### config.mk
export PLATFORM = sky130hd
export DESIGN_NAME = i2c_rx_ack_stretch
export DESIGN_NICKNAME = d
export VERILOG_FILES = /design/src/rtl/i2c_rxack_pkg.sv /design/src/rtl/i2c_rxack_edge.sv /design/src/rtl/i2c_rxack_shifter.sv /design/src/rtl/i2c_rxack_regs.sv /design/src/rtl/i2c_rxack_stretch.sv /design/src/rtl/i2c_rx_ack_stretch.sv
export SDC_FILE = /design/constraint.sdc
export NUM_CORES = 1
export LEC_CHECK = 0
export CAP_MARGIN = 15
export CORE_UTILIZATION = 54
export CTS_CLUSTER_DIAMETER = 40
export DETAILED_ROUTE_END_ITERATION = 8
export PLACE_DENSITY = 0.82
export REMOVE_ABC_BUFFERS = 1
export SETUP_SLACK_MARGIN = 0.15
export SYNTH_ARGS = -nofsm -noshare
export SYNTH_HDL_FRONTEND = slang
export SYNTH_SLANG_ARGS = --single-unit
### constraint.sdc
create_clock -name clk -period 3.05 [get_ports clk]
set_input_delay 0.4575 -clock clk [delete_from_list [all_inputs] [get_ports clk]]
set_output_delay 0.4575 -clock clk [all_outputs]
set_load 0.02 [all_outputs]
### src/rtl/i2c_rxack_pkg.sv
package i2c_rxack_pkg;
  typedef struct packed {
    logic ack_val;
    logic ack_unlock;
    logic wait_en;
    logic early_sel;
  } ack_cfg_t;
endpackage

### src/rtl/i2c_rxack_edge.sv
module i2c_rxack_edge (
  input  logic clk,
  input  logic rst_n,
  input  logic scl_in,
  output logic scl_rise,
  output logic scl_fall
);
  logic scl_q;

  // Idle bus is high; resetting to 1 avoids a false rise after reset.
  always_ff @(posedge clk) begin
    if (!rst_n) scl_q <= 1'b1;
    else        scl_q <= scl_in;
  end

  assign scl_rise = scl_in & ~scl_q;
  assign scl_fall = ~scl_in & scl_q;
endmodule

### src/rtl/i2c_rxack_shifter.sv
module i2c_rxack_shifter #(
  parameter int DATA_W = 8,
  parameter int CNT_W  = $clog2(DATA_W + 2)
) (
  input  logic              clk,
  input  logic              rst_n,
  input  logic              start_pulse,
  input  logic              scl_rise,
  input  logic              scl_fall,
  input  logic              sda_in,
  output logic [DATA_W-1:0] shift_q,
  output logic [DATA_W-1:0] shift_next,
  output logic              last_data_rise,
  output logic              ack_rise,
  output logic              ack_slot_open,
  output logic              ack_slot_close,
  output logic              ack_rcvd
);
  localparam logic [CNT_W-1:0] LAST_IDX = CNT_W'(DATA_W - 1);
  localparam logic [CNT_W-1:0] ACK_IDX  = CNT_W'(DATA_W);
  localparam logic [CNT_W-1:0] DONE_IDX = CNT_W'(DATA_W + 1);

  logic [CNT_W-1:0] bit_cnt;

  assign shift_next     = {shift_q[DATA_W-2:0], sda_in};
  assign last_data_rise = scl_rise & (bit_cnt == LAST_IDX) & ~start_pulse;
  assign ack_rise       = scl_rise & (bit_cnt == ACK_IDX)  & ~start_pulse;
  assign ack_slot_open  = scl_fall & (bit_cnt == ACK_IDX)  & ~start_pulse;
  assign ack_slot_close = scl_fall & (bit_cnt == DONE_IDX) & ~start_pulse;

  always_ff @(posedge clk) begin
    if (!rst_n) begin
      bit_cnt  <= '0;
      shift_q  <= '0;
      ack_rcvd <= 1'b0;
    end else if (start_pulse) begin
      bit_cnt <= '0;
    end else begin
      if (scl_rise) begin
        if (bit_cnt < ACK_IDX) shift_q <= shift_next;
        if (bit_cnt == ACK_IDX) ack_rcvd <= sda_in;
        if (bit_cnt < DONE_IDX) bit_cnt <= bit_cnt + CNT_W'(1);
      end
      if (scl_fall && bit_cnt == DONE_IDX) bit_cnt <= '0;
    end
  end

  p_cnt_range_r1: assert property (@(posedge clk) disable iff (!rst_n)
    bit_cnt <= DONE_IDX);

  p_shift_msb_first_r1: assert property (@(posedge clk) disable iff (!rst_n)
    (scl_rise && !start_pulse && bit_cnt < ACK_IDX) |=> shift_q[0] == $past(sda_in));

  p_start_clears_r12: assert property (@(posedge clk) disable iff (!rst_n)
    start_pulse |=> bit_cnt == '0);
endmodule

### src/rtl/i2c_rxack_regs.sv
module i2c_rxack_regs
  import i2c_rxack_pkg::*;
(
  input  logic     clk,
  input  logic     rst_n,
  input  logic     cfg_wr,
  input  ack_cfg_t cfg_wdata,
  output ack_cfg_t cfg_q,
  output logic     ack_write_ok
);
  // The acknowledge value is accepted only when unlocked before this write.
  assign ack_write_ok = cfg_wr & cfg_q.ack_unlock;

  always_ff @(posedge clk) begin
    if (!rst_n) begin
      cfg_q <= '0;
    end else if (cfg_wr) begin
      cfg_q.ack_unlock <= cfg_wdata.ack_unlock;
      cfg_q.wait_en    <= cfg_wdata.wait_en;
      cfg_q.early_sel  <= cfg_wdata.early_sel;
      if (cfg_q.ack_unlock) cfg_q.ack_val <= cfg_wdata.ack_val;
    end
  end

  p_ack_protect_r7: assert property (@(posedge clk) disable iff (!rst_n)
    !(cfg_wr && cfg_q.ack_unlock) |=> $stable(cfg_q.ack_val));

  p_unlock_load_r7: assert property (@(posedge clk) disable iff (!rst_n)
    cfg_wr |=> cfg_q.ack_unlock == $past(cfg_wdata.ack_unlock));
endmodule

### src/rtl/i2c_rxack_stretch.sv
module i2c_rxack_stretch (
  input  logic clk,
  input  logic rst_n,
  input  logic start_pulse,
  input  logic rx_mode,
  input  logic early_sel,
  input  logic wait_en,
  input  logic ack_val,
  input  logic ack_slot_open,
  input  logic ack_slot_close,
  input  logic ack_write_ok,
  input  logic data_read,
  input  logic flag_pending,
  output logic scl_pull,
  output logic sda_pull
);
  logic hold_early;
  logic hold_wait;
  logic ack_drv;

  always_ff @(posedge clk) begin
    if (!rst_n || start_pulse) begin
      hold_early <= 1'b0;
      hold_wait  <= 1'b0;
      ack_drv    <= 1'b0;
    end else begin
      if (ack_slot_open) begin
        ack_drv <= rx_mode;
        if (rx_mode && early_sel) hold_early <= 1'b1;
      end
      if (ack_slot_close) begin
        ack_drv <= 1'b0;
        if (rx_mode && wait_en && flag_pending && !data_read) hold_wait <= 1'b1;
      end
      if (ack_write_ok) hold_early <= 1'b0;
      if (data_read)    hold_wait  <= 1'b0;
    end
  end

  assign scl_pull = hold_early | hold_wait;
  assign sda_pull = ack_drv & ~ack_val;

  p_early_hold_kept_r4: assert property (@(posedge clk) disable iff (!rst_n)
    (hold_early && !ack_write_ok && !start_pulse) |=> hold_early);

  p_wait_hold_kept_r5: assert property (@(posedge clk) disable iff (!rst_n)
    (hold_wait && !data_read && !start_pulse) |=> hold_wait);

  p_tx_no_stretch_r10: assert property (@(posedge clk) disable iff (!rst_n)
    (!rx_mode && !scl_pull) |=> !scl_pull);

  p_start_release_r12: assert property (@(posedge clk) disable iff (!rst_n)
    start_pulse |=> !scl_pull && !sda_pull);
endmodule

### src/rtl/i2c_rx_ack_stretch.sv
module i2c_rx_ack_stretch
  import i2c_rxack_pkg::*;
#(
  parameter int DATA_W = 8
) (
  input  logic              clk,
  input  logic              rst_n,
  input  logic              rx_mode,
  input  logic              start_pulse,
  input  logic              scl_in,
  input  logic              sda_in,
  output logic              scl_pull,
  output logic              sda_pull,
  input  logic              cfg_wr,
  input  logic              cfg_ack_val,
  input  logic              cfg_ack_unlock,
  input  logic              cfg_wait_en,
  input  logic              cfg_early_sel,
  output logic              ack_val,
  output logic              ack_unlock,
  output logic              ack_rcvd,
  output logic              rx_valid,
  input  logic              rx_ready,
  output logic [DATA_W-1:0] rx_data
);
  logic              scl_rise, scl_fall;
  logic [DATA_W-1:0] shift_q, shift_next;
  logic              last_data_rise, ack_rise, ack_slot_open, ack_slot_close;
  logic              ack_write_ok, data_read, byte_set;
  ack_cfg_t          cfg_wdata, cfg_q;

  assign cfg_wdata.ack_val    = cfg_ack_val;
  assign cfg_wdata.ack_unlock = cfg_ack_unlock;
  assign cfg_wdata.wait_en    = cfg_wait_en;
  assign cfg_wdata.early_sel  = cfg_early_sel;

  i2c_rxack_edge u_edge (
    .clk(clk), .rst_n(rst_n), .scl_in(scl_in),
    .scl_rise(scl_rise), .scl_fall(scl_fall)
  );

  i2c_rxack_shifter #(.DATA_W(DATA_W)) u_shift (
    .clk(clk), .rst_n(rst_n), .start_pulse(start_pulse),
    .scl_rise(scl_rise), .scl_fall(scl_fall), .sda_in(sda_in),
    .shift_q(shift_q), .shift_next(shift_next),
    .last_data_rise(last_data_rise), .ack_rise(ack_rise),
    .ack_slot_open(ack_slot_open), .ack_slot_close(ack_slot_close),
    .ack_rcvd(ack_rcvd)
  );

  i2c_rxack_regs u_regs (
    .clk(clk), .rst_n(rst_n), .cfg_wr(cfg_wr), .cfg_wdata(cfg_wdata),
    .cfg_q(cfg_q), .ack_write_ok(ack_write_ok)
  );

  assign data_read = rx_valid & rx_ready;

  i2c_rxack_stretch u_stretch (
    .clk(clk), .rst_n(rst_n), .start_pulse(start_pulse), .rx_mode(rx_mode),
    .early_sel(cfg_q.early_sel), .wait_en(cfg_q.wait_en), .ack_val(cfg_q.ack_val),
    .ack_slot_open(ack_slot_open), .ack_slot_close(ack_slot_close),
    .ack_write_ok(ack_write_ok), .data_read(data_read), .flag_pending(rx_valid),
    .scl_pull(scl_pull), .sda_pull(sda_pull)
  );

  // Byte-ready point: eighth rise (early) or ninth rise (late), receive mode only.
  assign byte_set = rx_mode & (cfg_q.early_sel ? last_data_rise : ack_rise);

  always_ff @(posedge clk) begin
    if (!rst_n) begin
      rx_valid <= 1'b0;
      rx_data  <= '0;
    end else if (byte_set) begin
      rx_valid <= 1'b1;
      rx_data  <= cfg_q.early_sel ? shift_next : shift_q;
    end else if (data_read) begin
      rx_valid <= 1'b0;
    end
  end

  assign ack_val    = cfg_q.ack_val;
  assign ack_unlock = cfg_q.ack_unlock;

  p_data_hold_r11: assert property (@(posedge clk) disable iff (!rst_n)
    (rx_valid && !rx_ready && !byte_set) |=> rx_valid && $stable(rx_data));

  p_read_clears_r11: assert property (@(posedge clk) disable iff (!rst_n)
    (data_read && !byte_set) |=> !rx_valid);

  p_tx_no_flag_r10: assert property (@(posedge clk) disable iff (!rst_n)
    (!rx_mode && !rx_valid) |=> !rx_valid);
endmodule

==> summary.md <==
| Metric | Value |
|---|---|
| Period Utilization, post-route | 0.7126 |
| Sequential group share of total power | 0.541 |
| Initial antenna violation count | 0 |
| Setup-violating endpoint count in the final report | 0 |
| Detail-routed via count per cell | 5.399 |
| Total Die Area | 2781 µm² |
| Post-cts sizing count | 0 |
| Total Power Consumption | 0.7437 mW |
| Transition time at the pin with the least slew margin | 0.6772 ns |
| Clock root cell | clkbuf_4 |
| Max transition margin | 0.5479 |
| Design Area, Final | 1740 µm² |
| Global router's overall resource usage | 0.2553 |
| Average cell area after synthesis | 9.653 µm² |
| Remaining global-route overflow | 0 |
| Total wire length | 2.985 mm |
| Clock insertion delay at the later pin of the skew report | 0.33 ns |
| Initial core utilization | 0.5663 |
| Post-synth cell types | 34 |
| Startpoint type of the worst setup path | flip-flop |
| Power density normalized to cell area | 427.3 nW/µm² |
| Sequential cell area fraction in the yosys report | 0.4320 |
| Fraction of final layout cells sized beyond drive strength 1 | 0.09827 |
| Half-perimeter wire length after detailed placement | 2.143 mm |
| Max-cap viol count | 0 |
| Cells after Synth | 144 |
| Combinational fraction of design power | 0.068 |
| Final number of hold-violating endpoints | 0 |
| Average wire per cell in the routed design | 14.70 µm |
| Port Buffers | 25 |
| Required time at the endpoint of the critical path | 3.27 ns |
| Total of flip-flops plus latches after synthesis | 30 |
| Core region area | 2455 µm² |
| Clock power frac | 0.390 |
| TritonCTS clock tree | built |
| Io pins | 26 |
| Class of the worst hold path | reg -> reg |
| Site Rows | 18 |
| Area after DPL | 1662 µm² |
| Vias | 1,096 |
| First-pass GRT wire length | 4.816 mm |
| Setup repair after global routing missed its margin | false |
| Critical Path Fanout Max | 12 |
| Number of detailed-routing iterations run before antenna repair | 4 |
| Min Clock Period, post-route | 2.173 ns |
| Internal | 0.5810 mW |
| Total inserted antenna cells | 0 |
| Routability congestion estimate | 0.7865 |
| Setup crit end kind | flip-flop |
| Outcome | complete, no violations |
| Leakage power figure | 0.7375 nW |
| Library cell contributing the largest single delay on the critical path | dfxtp_1 |
| Worst VDD drop | 419.7 µV |
| Max Transition Viols Final | 0 |
| Horiz. Die Dim | 52.74 µm |
| Sw Share | 0.2188 |
| Count of H-tree levels built during CTS | 2 |
| Count of clock tree sinks | 30 |
| Setup Fix Bufs, Post-CTS | 0 |
| Maximum clock frequency | 0.4601 GHz |
| Worst clock skew on the final layout | 0.008771 ns |
| Classification of the worst setup path | reg -> reg |
| Antenna-violating nets left | 0 |
| Remaining DRCs | 0 |
| Clock input transition at the sequential cells of the worst setup and hold paths | 0.09 ns |
| Die Height | 52.74 µm |
| Signed area change from the synthesized netlist to the final layout | 25.20% |
| Largest net degree at the start of global routing | 25 |
| Number of buffers on the longest clock path | 2 |
| Cell Area, Synth | 1390 µm² |
| Crit path largest cell delay | 0.76 ns |
| Commonest cells after routing, fill and taps aside | 30 x nand2_1, 30 x dfxtp_1, 25 x clkdlybuf4s50_1 |
| Sum of negative setup slack | 0 ns |
| Number of hold buffers added after cts | 0 |
| Inserted Clock Buffers | 5 |
| Switching component of the power | 0.1627 mW |
| Yosys warns | 0 |
| Arrival time of the worst setup path | 2.39 ns |
| Total number of nets in the final design | 187 |
| Critical Path, Cell by Cell | nand4b_4 > a2111oi_4 > buf_4 > nand2_1 > o211a_1 |
| DRC marker count from the first detailed-route iteration | 13 |
| Number of global-route vias before repair | 1,035 |
-- state kept, by name, indices dropped and copies added (netlist names), 4 cells and up --
name / count
rx_data: 8
u_regs.cfg_q: 4
u_shift.bit_cnt: 4
u_shift.shift_q: 8
-- power groups by stage --
stage          clock [mW]  combinational, mW  sequential [mW]
6_report            0.290             0.0509            0.402
5_1_grt             0.319             0.0551            0.403
4_1_cts             0.302             0.0511            0.403
3_5_place_dp            0             0.0505            0.412
3_3_place_gp            0             0.0491            0.411
2_1_floorplan           0             0.0203            0.411
-- kinds of logic (layout without fill, tap and decap cells) --
kind of cell	Yosys count	in the layout	share of synthesized area
muxes	12	12	0.08641
buffers and inverters	10	39	0.03600
adders and majority gates	3	3	0.02701
and+or+nand+nor	60	60	0.2331
DFF	30	30	0.4320
xor gates and xnor gates	1	1	0.006302
AOI/OAI and AO/OA	28	28	0.1791
-- metal layers --
metal / GRT usage / wire length (µm) / vias up
li1: - / - / 562
met1: 0.3011 / 1349 / 515
met2: 0.4051 / 1506 / 13
met3: 0.1072 / 78 / 6
met4: 0.1009 / 51 / 0
met5: 0 / 0 / -
-- per-stage QoR --
stage | std cells | util | hold slack (ns) | worst slack (ns)
2_1_floorplan | 137 | - | 0.4311 | 1.193
3_3_place_gp | 195 | 0.6769 | 0.4459 | 0.7033
3_5_place_dp | 195 | 0.6769 | 0.4521 | 0.6077
4_1_cts | 203 | 0.7090 | 0.4689 | 0.8999
5_1_grt | 203 | 0.7090 | 0.4744 | 0.7535
6_report | 203 | 0.7090 | 0.4697 | 0.8766
-- worst max-delay path: cells and delay by family (launching register included) --
family | cells | cell delay, ns
and+or+nand+nor | 2 | 0.25
DFF | 1 | 0.76
buffers and inverters | 1 | 0.27
AOI/OAI and AO/OA | 2 | 0.78
-- synthesized netlist by cell type --
library cell | number | area, µm²
nand4bb_1 | 1 | 11.26
buf_4 | 1 | 7.510
nand2_2 | 1 | 6.260
clkbuf_1 | 4 | 15.01
or3_1 | 1 | 6.260
mux2i_1 | 12 | 120.1
nand2_1 | 30 | 112.6
a41oi_1 | 3 | 26.28
o211a_1 | 8 | 80.08
o21a_1 | 1 | 7.510
inv_1 | 3 | 11.26
ha_1 | 3 | 37.54
and4b_1 | 1 | 10.01
buf_6 | 1 | 11.26
nor3b_1 | 1 | 7.510
or2b_1 | 2 | 15.01
xnor2_1 | 1 | 8.760
or2_2 | 1 | 6.260
buf_2 | 1 | 5.000
nor3_1 | 3 | 15.01
nand4b_4 | 1 | 23.77
nand3_1 | 3 | 15.01
nand2b_1 | 3 | 18.77
a2111oi_4 | 1 | 27.53
a31o_2 | 1 | 8.760
and4bb_2 | 1 | 12.51
a31oi_1 | 1 | 6.260
and2b_1 | 2 | 15.01
a21oi_1 | 2 | 10.01
nor2_1 | 3 | 11.26
dfxtp_1 | 30 | 600.6
nor2b_1 | 6 | 37.54
a211oi_1 | 1 | 7.510
a21boi_0 | 10 | 75.07
-- layout make-up --
cell class	count	area (µm²)
Multi-Input combinational cell	104	739.5
Fill cell	188	714.4
Sequential cell	30	600.6
Timing Repair Buffer	28	272.8
Clock buffer	8	78.83
Tap cell	30	37.54
Inverter	3	11.26
-- path summary, 6_finish.rpt --
| kind | depth (start not counted) | slack [ns] | to | startpoint |
|---|---|---|---|---|
| worst min-delay path | 2 | 0.47 | u_stretch.ack_drv$_SDFFE_PP0P_ | u_stretch.ack_drv$_SDFFE_PP0P_ |
| worst min register to register | 2 | 0.47 | u_stretch.ack_drv$_SDFFE_PP0P_ | u_stretch.ack_drv$_SDFFE_PP0P_ |
| worst max-delay path | 5 | 0.88 | rx_data[1]$_SDFFE_PN0P_ | u_regs.cfg_q[0]$_SDFFE_PN0P_ |
| worst max register to register | 5 | 0.88 | rx_data[1]$_SDFFE_PN0P_ | u_regs.cfg_q[0]$_SDFFE_PN0P_ |
Power figures use the tool's default switching activity.
